`src/rtl/msec_timebase_pkg.sv`:
```
// Shared definitions for the millisecond timebase.
// Assumes: mode encoding is fixed by the controller interface.
package msec_timebase_pkg;
    typedef enum logic [1:0] {
        MODE_FREQ   = 2'd0,
        MODE_EVENTS = 2'd1,
        MODE_MSEC   = 2'd2,
        MODE_SEC    = 2'd3
    } meas_mode_e;

    // True for the modes whose divider phase follows the enable edge.
    function automatic logic phase_follows_enable(meas_mode_e m);
        return (m == MODE_FREQ) || (m == MODE_SEC);
    endfunction
endpackage

```
`src/rtl/msec_phase_div.sv`:
```
// Modulo-DIV counter of microsecond ticks producing a one-cycle tick on wrap.
// Assumes: us_tick is a single-cycle pulse; hold_zero overrides counting.
module msec_phase_div #(
    parameter int DIV = 1000
) (
    input  logic clk,
    input  logic rst_n,
    input  logic us_tick,
    input  logic hold_zero,
    output logic ms_tick
);
    localparam int CW = (DIV > 1) ? $clog2(DIV) : 1;
    localparam logic [CW-1:0] LAST = CW'(DIV - 1);

    logic [CW-1:0] cnt_q;

    // Count microsecond ticks, wrap at DIV and flag the wrap for one cycle.
    always_ff @(posedge clk) begin
        if (!rst_n) begin
            cnt_q   <= '0;
            ms_tick <= 1'b0;
        end else begin
            ms_tick <= 1'b0;
            if (hold_zero) begin
                cnt_q <= '0;
            end else if (us_tick) begin
                if (cnt_q == LAST) begin
                    cnt_q   <= '0;
                    ms_tick <= 1'b1;
                end else begin
                    cnt_q <= cnt_q + 1'b1;
                end
            end
        end
    end
endmodule

```
`src/rtl/msec_gate_ctl.sv`:
```
// Gate timer: counts millisecond ticks in frequency mode and closes the gate
// after the selected length; holds the gate latch clear until restart.
// Assumes: ms_tick is a single-cycle pulse; restart has priority.
module msec_gate_ctl #(
    parameter int G_SHORT = 100,
    parameter int G_MID   = 1000,
    parameter int G_LONG  = 10000
) (
    input  logic       clk,
    input  logic       rst_n,
    input  logic       ms_tick,
    input  logic       meas_en,
    input  logic       restart,
    input  logic       freq_mode,
    input  logic [1:0] gate_sel,
    output logic       gate_done,
    output logic       en_out
);
    localparam int GMAX = (G_LONG > G_MID) ? ((G_LONG > G_SHORT) ? G_LONG : G_SHORT)
                                           : ((G_MID > G_SHORT) ? G_MID : G_SHORT);
    localparam int GW = $clog2(GMAX + 1);
    localparam int NSEL = 4;
    // Selection code to gate length; the reserved code reuses the middle length.
    localparam int LIMITS [NSEL] = '{G_SHORT, G_MID, G_LONG, G_MID};

    logic          armed_q;
    logic [GW-1:0] gcnt_q;
    logic [GW-1:0] last_idx;

    // Index of the tick that completes the currently selected gate.
    always_comb begin
        last_idx = '0;
        for (int s = 0; s < NSEL; s++) begin
            if (gate_sel == 2'(s)) last_idx = GW'(LIMITS[s] - 1);
        end
    end

    // Effective enable: raw request qualified by the gate latch.
    assign en_out = meas_en & armed_q;

    // Gate counting, latch handling and the single-cycle gate-end flag.
    always_ff @(posedge clk) begin
        if (!rst_n) begin
            armed_q   <= 1'b1;
            gcnt_q    <= '0;
            gate_done <= 1'b0;
        end else begin
            gate_done <= 1'b0;
            if (restart) begin
                armed_q <= 1'b1;
                gcnt_q  <= '0;
            end else if (!freq_mode || !en_out) begin
                gcnt_q <= '0;
            end else if (ms_tick) begin
                if (gcnt_q == last_idx) begin
                    gcnt_q    <= '0;
                    armed_q   <= 1'b0;
                    gate_done <= 1'b1;
                end else begin
                    gcnt_q <= gcnt_q + 1'b1;
                end
            end
        end
    end
endmodule

```
`src/rtl/msec_timebase.sv`:
```
// Top of the enable-aligned millisecond timebase with frequency gate timer.
// Assumes: us_tick is a one-cycle pulse at 1 MHz in the clk domain.
module msec_timebase #(
    parameter int DIV_RATIO  = 1000,
    parameter int GATE_SHORT = 100,
    parameter int GATE_MID   = 1000,
    parameter int GATE_LONG  = 10000
) (
    input  logic       clk,
    input  logic       rst_n,
    input  logic       us_tick,
    input  logic       meas_en,
    input  logic       restart,
    input  logic [1:0] mode,
    input  logic [1:0] gate_sel,
    output logic       ms_tick,
    output logic       gate_done,
    output logic       en_out
);
    import msec_timebase_pkg::*;

    meas_mode_e mode_e;
    logic       hold_zero;
    logic       freq_mode;

    // Decode the mode and the divider hold condition.
    always_comb begin
        mode_e    = meas_mode_e'(mode);
        freq_mode = (mode_e == MODE_FREQ);
        hold_zero = phase_follows_enable(mode_e) & ~en_out;
    end

    msec_phase_div #(
        .DIV (DIV_RATIO)
    ) i_div (
        .clk       (clk),
        .rst_n     (rst_n),
        .us_tick   (us_tick),
        .hold_zero (hold_zero),
        .ms_tick   (ms_tick)
    );

    msec_gate_ctl #(
        .G_SHORT (GATE_SHORT),
        .G_MID   (GATE_MID),
        .G_LONG  (GATE_LONG)
    ) i_gate (
        .clk       (clk),
        .rst_n     (rst_n),
        .ms_tick   (ms_tick),
        .meas_en   (meas_en),
        .restart   (restart),
        .freq_mode (freq_mode),
        .gate_sel  (gate_sel),
        .gate_done (gate_done),
        .en_out    (en_out)
    );
endmodule

```
`config.mk`:
```
export PLATFORM = sky130hd
export DESIGN_NAME = msec_timebase
export DESIGN_NICKNAME = d
export VERILOG_FILES = /design/src/rtl/msec_timebase_pkg.sv /design/src/rtl/msec_phase_div.sv /design/src/rtl/msec_gate_ctl.sv /design/src/rtl/msec_timebase.sv
export SDC_FILE = /design/constraint.sdc
export NUM_CORES = 1
export LEC_CHECK = 0
export BUFFER_PORTS_ARGS = -buffer_cell sky130_fd_sc_hd__buf_2
export CORE_AREA = 2 2 52 90
export DETAILED_ROUTE_END_ITERATION = 10
export DIE_AREA = 0 0 54 92
export GPL_TIMING_DRIVEN = 0
export PLACE_DENSITY = 0.61
export SYNTH_ARGS = -nofsm -noshare
export SYNTH_HDL_FRONTEND = slang
export SYNTH_HIERARCHICAL = 1
export SYNTH_SLANG_ARGS = --single-unit
```
`constraint.sdc`:
```
create_clock -name clk -period 2.3 [get_ports clk]
set_input_delay 0.345 -clock clk [delete_from_list [all_inputs] [get_ports clk]]
set_output_delay 0.345 -clock clk [all_outputs]
set_load 0.1 [all_outputs]
```
==> results.sh, run 1 <==
export IMPL_dp_worst_setup_slack_ns=0.710
export IMPL_cts_max_level=1
export IMPL_syn_nets=162
export IMPL_hold_class="primary input to register"
export IMPL_synth_xor_area_frac=0.134
export IMPL_core_region_area_mm2=0.00432
export IMPL_r2r_end="i_gate/gcnt_q[8]$_SDFFE_PP0P_"
export IMPL_ys_warn_count=6
export IMPL_via_per_inst=5.07
export IMPL_worst_pin_slew_ns=0.483
export IMPL_cp_end_kind="primary output"
export IMPL_final_hold_viol_count=0
export IMPL_switchingPower_mw=0.186
export IMPL_grt_usage=0.125
export IMPL_dieWidth_um=54
export IMPL_synthMuxAreaShare=0.0209
export IMPL_clock_latency_ns=0.28
export IMPL_instances_no_fill=216
export IMPL_seq_power_share=0.594
export IMPL_cts_tree="built"
export IMPL_seq_area_um2=541
export IMPL_whs_path_depth=3
export IMPL_clock_sinks=27
export IMPL_crit_path_max_fanout=3
export IMPL_area_growth_pct=11.7
export IMPL_path_clk_slew_ns=0.10
export IMPL_dr_total_vias=1096
export IMPL_fillerInstances=459
export IMPL_finalSetupViolCount=0
export IMPL_min_period_ns=1.56
export IMPL_rr_worst_depth=5
export IMPL_io_pins=12
export IMPL_finalSetupTns_ns=0
export IMPL_grt_overflow=0
export IMPL_p_comb_frac=0.052
export IMPL_drive_gt1_frac=0.261
export IMPL_rsz0062_at_grt="false"
export IMPL_grt_pass1_wl_mm=4.59
export IMPL_postCtsSetupBuffers=0
export IMPL_synth_seq_cells=27
export IMPL_grt_pass1_vias=1061
export IMPL_first_pass_iters=4
export IMPL_start_util=0.332
export IMPL_yosys_area_share_simple=0.367
export IMPL_detail_route_wirelength_mm=2.63
export IMPL_outcome="finished, final reports clean"
export IMPL_final_util=0.371
export IMPL_fin_crit_sh=0.679
export IMPL_syn_avg_cell_area_um2=9.57
export IMPL_synth_area_mm2=0.00144
export IMPL_clock_skew_final_ns=0.00386
export IMPL_hold_buffers=0
export IMPL_ir_drop_mv=0.266
export IMPL_cap_violations=0
export IMPL_final_setup_worst_slack_ns=0.739
export IMPL_die_y_um=92
export IMPL_placedCellCount=212
export IMPL_multiInputGateArea_um2=846
export IMPL_slew_headroom=0.680
export IMPL_io_buffers=11
export IMPL_r2r_slack_ns=0.75
export IMPL_swShare=0.234
export IMPL_r2r_start="i_gate/gcnt_q[5]$_SDFFE_PP0P_"
export IMPL_synth_compound_area_share=0.0410
export IMPL_cts_root_buffer="clkbuf_8"
export IMPL_cp_start_kind="register"
export IMPL_synth_cells=150
export IMPL_p_total_mw=0.795
export IMPL_p_int_mw=0.609
export IMPL_whs_endpoint="i_gate/armed_q$_SDFFE_PP1P_"
export IMPL_antenna_found_initial=0
export IMPL_remaining_drc_errors=0
export IMPL_critPathArrivalTime_ns=1.22
export IMPL_drtAntennaViolNets=0
export IMPL_cp_required_ns=1.96
export IMPL_clk_path_buf_depth=2
export IMPL_cts_buffers=3
export IMPL_synth_cell_types=35
export IMPL_fmax_mhz=641
export IMPL_yosys_area_share_adder=0.0262
export IMPL_clockPowerShare=0.354
export IMPL_critPathKind="register to primary output"
export IMPL_n_antenna_cell=0
export IMPL_dp_hpwl_mm=2.02
export IMPL_synth_seq_area_share=0.377
export IMPL_wl_per_cell_um=12.2
export IMPL_maxSlewViolCount=0
export IMPL_nets=178
export IMPL_die_area_mm2=0.00497
export IMPL_drt_iter0_drc=10
export IMPL_synth_top_family_by_area="simple AND/OR/NAND/NOR gates"
export IMPL_p_leak_nw=0.546
export IMPL_hold_start="restart"
export IMPL_power_density_mw_per_mm2=496
export IMPL_gp_congestion=0.778
export IMPL_grt_start_max_net_pins=17
export IMPL_cts_resized=0
export IMPL_rows=32
worst max-delay path: stages (launching register included):
cell     delay, ns
dfxtp_1       0.34
and2_1        0.16
buf_2         0.44
placed cells by master (no fill, tap or decap):
cell        instances
nand2_1            10
and3_1              1
nand2b_1            2
ha_1                3
mux2i_1             3
nand3b_1            1
xnor2_1            12
nor2_1             18
clkbuf_8            3
clkinvlp_4          1
a21oi_2             1
a21oi_1             2
dfxtp_1            27
and3_2              1
nor3_2             10
nor2b_1             2
and2_1              2
xor2_1             10
a211oi_2            1
nor2_2              1
nor4_2              3
nand3_1             3
nor4_1              1
and4_1              3
nand2b_2            1
buf_2              14
buf_6               1
and3b_1             1
and4bb_1            2
nor4b_2             1
nand4_1            11
o211ai_2            1
nor3_1              4
a2111oi_2           1
nand4_2             2
inv_1               4
buf_4               1
metrics by stage:
stage	cell area [um^2]	hold slack, ns
detailed placement	1550	0.438
CTS	1600	0.334
global route	1600	0.383
finish	1600	0.344
floorplan	1440	0.421
global placement	1550	0.430
worst max path at each step:
stage | startpoint | endpoint | slack, ns
after floorplan | meas_en | i_gate/armed_q$_SDFFE_PP1P_ | 0.23
after global placement | gate_sel[1] | i_gate/gcnt_q[7]$_SDFFE_PP0P_ | 0.72
after detailed placement | gate_sel[0] | i_gate/gcnt_q[4]$_SDFFE_PP0P_ | 0.71
after CTS | i_gate/armed_q$_SDFFE_PP1P_ | en_out | 0.72
after global routing | i_gate/gcnt_q[0]$_SDFFE_PP0P_ | i_gate/gcnt_q[12]$_SDFFE_PP0P_ | 0.65
final | i_gate/armed_q$_SDFFE_PP1P_ | en_out | 0.74
state kept, by name (all words and copies together), names as in the netlist:
| register | flops |
|---|---|
| i_div/cnt_q | 10 |
| i_div/ms_tick | 1 |
| i_gate/armed_q | 1 |
| i_gate/gate_done | 1 |
| i_gate/gcnt_q | 14 |
power by group through the flow:
stage / Clock (mW) / Sequential [mW] / Combinational, mW
after global placement: 0 / 0.483 / 0.0419
final: 0.281 / 0.473 / 0.0415
after global routing: 0.310 / 0.474 / 0.0476
after floorplan: 0 / 0.483 / 0.0280
after detailed placement: 0 / 0.483 / 0.0424
after CTS: 0.294 / 0.473 / 0.0426
logic make-up after synthesis:
logic type,Yosys count
simple gates,80
flops,27
xor+xnor,22
buf+inv,9
compound gates,6
mux,3
fa+ha+maj,3
metal layers:
layer  global-route usage  up-vias  routed length [um]
met5                    0        -                   0
met4               0.0625        0                  60
met3               0.0195        5                  40
met2                0.230        7                1530
met1                0.126      526                1000
li1                     -      558                   -
area by class of cell:
type | instances | area share
buffer | 5 | 0.0211
clock buffer | 3 | 0.0258
clock inverter | 1 | 0.00468
inverter | 4 | 0.00937
multi-input combinational | 114 | 0.528
sequential | 27 | 0.337
tap | 51 | 0.0398
timing repair buffer | 11 | 0.0343
cell usage after synthesis, drive strengths merged:
library cell,count,area [um^2]
a2111oi,1,15.0
a211oi,1,12.5
a21oi,3,18.8
and2,2,12.5
and3,2,13.8
and3b,1,8.76
and4,3,26.3
and4bb,2,25.0
buf,5,33.8
dfxtp,27,541
ha,3,37.5
inv,4,15.0
mux2i,3,30.0
nand2,10,37.5
nand2b,3,21.3
nand3,3,15.0
nand3b,1,7.51
nand4,13,93.8
nor2,19,73.8
nor2b,2,12.5
nor3,14,120
nor4,4,43.8
nor4b,1,15.0
o211ai,1,12.5
xnor2,12,105
xor2,10,87.6
Power figures use the tool's default switching activity.
==> run 2, diff against run 1 <==
==> constraint.sdc (replaced) <==
create_clock -name clk -period 1.51 [get_ports clk]
set_input_delay 0.2265 -clock clk [delete_from_list [all_inputs] [get_ports clk]]
set_output_delay 0.2265 -clock clk [all_outputs]
set_load 0.1 [all_outputs]
==> results.sh, run 2 (synthesized netlist as in run 1, its figures left out) <==
export IMPL_top_layer="met4"
export IMPL_largest_reg_flops=14
export IMPL_cts_root_buffer="clkbuf_8"
export IMPL_clock_sinks=27
export IMPL_critical_path_slowest_cell="dfxtp_4"
export IMPL_io_pins=12
export IMPL_fmax_mhz=691
export IMPL_critPathKind="register to register"
export IMPL_r2r_end="i_gate/gcnt_q[10]$_SDFFE_PP0P_"
export IMPL_wl_per_cell_um=12.3
export IMPL_dp_hpwl_mm=2.04
export IMPL_p_int_mw=0.922
export IMPL_clk_path_buf_depth=2
export IMPL_detail_route_wirelength_mm=2.73
export IMPL_maxSlewViolCount=0
export IMPL_grt_pass1_vias=1075
export IMPL_largest_register="i_gate/gcnt_q"
export IMPL_p_comb_frac=0.057
export IMPL_hold_start="restart"
export IMPL_r2r_start="i_gate/gcnt_q[6]$_SDFFE_PP0P_"
export IMPL_cp_start_kind="register"
export IMPL_min_period_ns=1.45
export IMPL_rows=32
export IMPL_finalSetupTns_ns=0
export IMPL_clock_skew_final_ns=0.00300
export IMPL_final_area_mm2=0.00169
export IMPL_instances_no_fill=221
export IMPL_dp_worst_setup_slack_ns=-0.0274
export IMPL_nets=183
export IMPL_rr_worst_depth=6
export IMPL_gp_congestion=0.775
export IMPL_grt_pass1_wl_mm=4.56
export IMPL_antenna_found_initial=0
export IMPL_wl_met1_mm=1.06
export IMPL_cp_required_ns=1.66
export IMPL_switchingPower_mw=0.268
export IMPL_grt_start_max_net_pins=16
export IMPL_routed_wl_met3_um=54
export IMPL_grt_usage=0.123
export IMPL_clockPowerShare=0.343
export IMPL_dr_total_vias=1096
export IMPL_finalSetupViolCount=0
export IMPL_postPlaceCellArea_mm2=0.00156
export IMPL_drive_gt1_frac=0.359
export IMPL_worst_pin_slew_ns=0.492
export IMPL_fin_crit_sh=0.959
export IMPL_cts_buffers=3
export IMPL_critPathArrivalTime_ns=1.60
export IMPL_die_y_um=92
export IMPL_remaining_drc_errors=0
export IMPL_dieWidth_um=54
export IMPL_cp_slowest_stage_delay_ns=0.37
export IMPL_drtAntennaViolNets=0
export IMPL_cts_tree="built"
export IMPL_cap_violations=0
export IMPL_top_regs="i_gate/gcnt_q (14), i_div/cnt_q (10)"
export IMPL_path_clk_slew_ns=0.09
export IMPL_die_area_mm2=0.00497
export IMPL_whs_endpoint="i_gate/armed_q$_SDFFE_PP1P_"
export IMPL_area_growth_pct=17.5
export IMPL_seq_power_share=0.600
export IMPL_cp_end_kind="register"
export IMPL_first_pass_iters=4
export IMPL_final_setup_worst_slack_ns=0.0619
export IMPL_final_hold_viol_count=0
export IMPL_whs_path_depth=3
export IMPL_cts_max_level=1
export IMPL_crit_chain="and4bb_1, mux2i_2, a211oi_2, buf_4, buf_6, nor3_2"
export IMPL_core_region_area_mm2=0.00432
export IMPL_ir_drop_mv=0.553
export IMPL_crit_path_max_fanout=6
export IMPL_p_leak_nw=0.585
export IMPL_clock_latency_ns=0.27
export IMPL_outcome="finished, final reports clean"
export IMPL_slew_headroom=0.674
export IMPL_final_common_cell="dfxtp_1"
export IMPL_io_buffers=11
export IMPL_drt_iter0_drc=13
export IMPL_placedCellCount=212
export IMPL_power_density_mw_per_mm2=706
export IMPL_rsz0062_at_grt="true"
export IMPL_met2WireLength_mm=1.55
export IMPL_final_cell_mix="dfxtp_1 (20), nor2_1 (18), buf_2 (13)"
export IMPL_crit_family="flip-flops"
export IMPL_hold_class="primary input to register"
export IMPL_cp_num_buf_inv=2
export IMPL_grt_overflow=0
export IMPL_swShare=0.225
export IMPL_via_per_inst=4.96
export IMPL_hold_buffers=0
export IMPL_r2r_slack_ns=0.06
export IMPL_start_util=0.332
export IMPL_n_antenna_cell=0
[run 2: changes by cell type in the layout (fill, tap and decap cells not counted), moves of 2 or more]
cell      change
buf_4         +3
clkbuf_4      +2
dfxtp_1       -7
dfxtp_4       +3
dfxtp_2       +4
[run 2: worst max-delay path by stage]
stage | start | slack, ns | cells after the start | end
after floorplan | i_div/ms_tick$_SDFF_PP0_ | 0.001 | 5 | i_gate/gcnt_q[13]$_SDFFE_PP0P_
after global placement | i_gate/gcnt_q[5]$_SDFFE_PP0P_ | -0.001 | 5 | i_gate/gcnt_q[7]$_SDFFE_PP0P_
after detailed placement | i_gate/gcnt_q[5]$_SDFFE_PP0P_ | -0.03 | 5 | i_gate/gcnt_q[4]$_SDFFE_PP0P_
after CTS | i_gate/gcnt_q[8]$_SDFFE_PP0P_ | 0.01 | 5 | i_gate/gcnt_q[4]$_SDFFE_PP0P_
after global routing | i_gate/gcnt_q[6]$_SDFFE_PP0P_ | -0.01 | 6 | i_gate/gcnt_q[0]$_SDFFE_PP0P_
final | i_gate/gcnt_q[6]$_SDFFE_PP0P_ | 0.06 | 6 | i_gate/gcnt_q[10]$_SDFFE_PP0P_
[run 2: layout make-up]
| cell class | count | area (um^2) |
|---|---|---|
| flip-flops and latches | 27 | 557 |
| clock buffers | 3 | 41.3 |
| repair buffers | 16 | 92.6 |
| inverters | 4 | 15.0 |
| clock inverters | 1 | 5.00 |
| plain buffers | 5 | 40.0 |
| well taps | 51 | 63.8 |
| multi-input cells | 114 | 872 |
| fillers | 456 | 2640 |
[run 2: repair_timing]
item / in CTS / in global routing
gates resized for setup: 2 / 14
cloned: 0 / 1
setup buffers: 1 / 3
setup endpoints to repair: 10 / 14
pin swaps: 1 / 6
[run 2: worst register-to-register path, stage by stage, from the launching register on]
cell      delay, ns
dfxtp_4        0.37
and4bb_1       0.28
mux2i_2        0.10
a211oi_2       0.25
buf_4          0.16
buf_6          0.12
nor3_2         0.05
[run 2: power by group through the flow]
stage          sequential (mW)  combinational [mW]  clock (mW)
2_1_floorplan            0.734              0.0439           0
3_3_place_gp             0.735              0.0645           0
3_5_place_dp             0.735              0.0655           0
4_1_cts                  0.718              0.0656       0.435
5_1_grt                  0.716              0.0749       0.453
6_report                 0.714              0.0676       0.408
[run 2: per-layer routing]
metal,GRT usage,vias up
met5,0,-
met3,0.0228,4
li1,-,568
met2,0.227,8
met4,0.0646,0
met1,0.120,516
[run 2: through the flow]
stage	utilization	power (mW)	hold slack, ns
after floorplan	-	0.778	0.374
after global routing	0.390	1.24	0.268
after detailed placement	0.361	0.801	0.451
after CTS	0.374	1.22	0.228
final	0.390	1.19	0.235
after global placement	0.361	0.799	0.444
==> run 3, diff against run 2 <==
--- a/config.mk
+++ b/config.mk
@@ -6,11 +6,13 @@
 export NUM_CORES = 1
 export LEC_CHECK = 0
 export BUFFER_PORTS_ARGS = -buffer_cell sky130_fd_sc_hd__buf_2
+export CELL_PAD_IN_SITES_DETAIL_PLACEMENT = 0
+export CELL_PAD_IN_SITES_GLOBAL_PLACEMENT = 1
 export CORE_AREA = 2 2 52 90
 export DETAILED_ROUTE_END_ITERATION = 10
 export DIE_AREA = 0 0 54 92
 export GPL_TIMING_DRIVEN = 0
-export PLACE_DENSITY = 0.61
+export PLACE_DENSITY = 0.72
 export SYNTH_ARGS = -nofsm -noshare
 export SYNTH_HDL_FRONTEND = slang
 export SYNTH_HIERARCHICAL = 1
==> results.sh, run 3 (synthesized netlist as in run 1, its figures left out) <==
export IMPL_outcome="finished, final reports clean"
export IMPL_die_y_um=92
export IMPL_cts_tree="built"
export IMPL_cts_root_buffer="clkbuf_8"
export IMPL_grt_pass1_vias=1115
export IMPL_fillerInstances=438
export IMPL_first_pass_iters=4
export IMPL_drtAntennaViolNets=0
export IMPL_clk_path_buf_depth=2
export IMPL_seq_power_share=0.604
export IMPL_power_density_mw_per_mm2=688
export IMPL_slew_headroom=0.678
export IMPL_via_per_inst=5.11
export IMPL_p_int_mw=0.927
export IMPL_final_cell_mix="dfxtp_1 (20), nor2_1 (18), buf_2 (13)"
export IMPL_dp_hpwl_mm=2.21
export IMPL_final_common_cell="dfxtp_1"
export IMPL_io_pins=12
export IMPL_clock_sinks=27
export IMPL_hold_class="primary input to register"
export IMPL_drt_iter0_drc=14
export IMPL_largest_reg_flops=14
export IMPL_finalSetupTns_ns=0
export IMPL_multiInputGateArea_um2=908
export IMPL_core_region_area_mm2=0.00432
export IMPL_clock_skew_final_ns=0.00625
export IMPL_p_comb_frac=0.061
export IMPL_p_leak_nw=0.601
export IMPL_largest_register="i_gate/gcnt_q"
export IMPL_die_area_mm2=0.00497
export IMPL_critPathKind="register to register"
export IMPL_seq_area_um2=557
export IMPL_grt_pass1_wl_mm=4.57
export IMPL_drive_gt1_frac=0.355
export IMPL_final_hold_viol_count=0
export IMPL_grt_overflow=0
export IMPL_cp_required_ns=1.66
export IMPL_cp_end_kind="register"
export IMPL_finalSetupViolCount=0
export IMPL_cts_max_level=1
export IMPL_fin_crit_sh=0.985
export IMPL_detail_route_wirelength_mm=2.98
export IMPL_fmax_mhz=672
export IMPL_critPathArrivalTime_ns=1.63
export IMPL_swShare=0.216
export IMPL_io_buffers=11
export IMPL_cp_start_kind="register"
export IMPL_cts_buffers=3
export IMPL_path_clk_slew_ns=0.09
export IMPL_rsz0062_at_grt="true"
export IMPL_remaining_drc_errors=0
export IMPL_min_period_ns=1.49
export IMPL_cap_violations=0
export IMPL_top_regs="i_gate/gcnt_q (14), i_div/cnt_q (10)"
export IMPL_clockPowerShare=0.335
export IMPL_final_util=0.397
export IMPL_area_growth_pct=19.7
export IMPL_grt_usage=0.122
export IMPL_nets=182
export IMPL_worst_pin_slew_ns=0.487
export IMPL_n_antenna_cell=0
export IMPL_switchingPower_mw=0.256
export IMPL_dr_total_vias=1124
export IMPL_gp_congestion=0.744
export IMPL_ir_drop_mv=0.496
export IMPL_rows=32
export IMPL_crit_path_max_fanout=6
export IMPL_dieWidth_um=54
export IMPL_grt_start_max_net_pins=15
export IMPL_clock_latency_ns=0.27
export IMPL_start_util=0.332
export IMPL_wl_per_cell_um=13.5
export IMPL_maxSlewViolCount=0
export IMPL_antenna_found_initial=0
==> run 3: per-layer routing <==
metal  vias to the layer above  share of wire  GRT usage
met4                         0          0.012     0.0458
li1                        569              -          -
met3                         4          0.015     0.0228
met1                       544           0.39      0.115
met5                         -              0          0
met2                         7           0.58      0.237
==> run 3: worst paths after layout <==
path | slack (ns) | startpoint | to | depth (start not counted)
setup / recovery | 0.02 | i_gate/gcnt_q[8]$_SDFFE_PP0P_ | i_gate/gcnt_q[6]$_SDFFE_PP0P_ | 5
hold / removal | 0.24 | restart | i_gate/armed_q$_SDFFE_PP1P_ | 3
setup reg to reg | 0.02 | i_gate/gcnt_q[8]$_SDFFE_PP0P_ | i_gate/gcnt_q[6]$_SDFFE_PP0P_ | 5
hold reg to reg | 0.45 | i_gate/armed_q$_SDFFE_PP1P_ | i_gate/armed_q$_SDFFE_PP1P_ | 2
==> run 3: power by group through the flow <==
| stage | Sequential (mW) | Combinational [mW] | Clock [mW] |
|---|---|---|---|
| after floorplan | 0.734 | 0.0439 | 0 |
| final | 0.714 | 0.0720 | 0.396 |
| after detailed placement | 0.735 | 0.0659 | 0 |
| after global routing | 0.715 | 0.0795 | 0.439 |
| after global placement | 0.734 | 0.0640 | 0 |
| after CTS | 0.718 | 0.0665 | 0.421 |
==> run 3: layout make-up <==
type | instances | share of cell area
multi-input combinational | 114 | 0.529
sequential | 27 | 0.324
timing repair buffer | 15 | 0.0517
tap | 51 | 0.0371
clock buffer | 4 | 0.0262
buffer | 5 | 0.0233
inverter | 4 | 0.00874
==> run 3: per-stage QoR <==
stage               hold slack [ns]  instance area [um^2]  power, mW  cells  setup slack [ns]
floorplan                     0.374                  1440      0.778    150           0.00114
global placement              0.435                  1560      0.798    212           -0.0349
detailed placement            0.448                  1560      0.801    212           -0.0378
CTS                           0.233                  1610       1.21    217            0.0133
global route                  0.286                  1720       1.23    220           -0.0590
finish                        0.239                  1720       1.18    220            0.0229
==> run 3: what timing repair did <==
action | in CTS | in global routing
gates cloned | 0 | 1
setup endpoints to repair | 10 | 14
pin swaps | 1 | 2
hold buffers | 0 | 0
hold endpoints to repair | 0 | 0
buffers inserted | 1 | 2
resized for setup | 0 | 24
==> run 3: critical path: stages, from the launching register on <==
cell	delay, ns
dfxtp_4	0.38
nor4_4	0.32
nand2_2	0.13
a211oi_4	0.30
buf_6	0.19
nor3_2	0.05
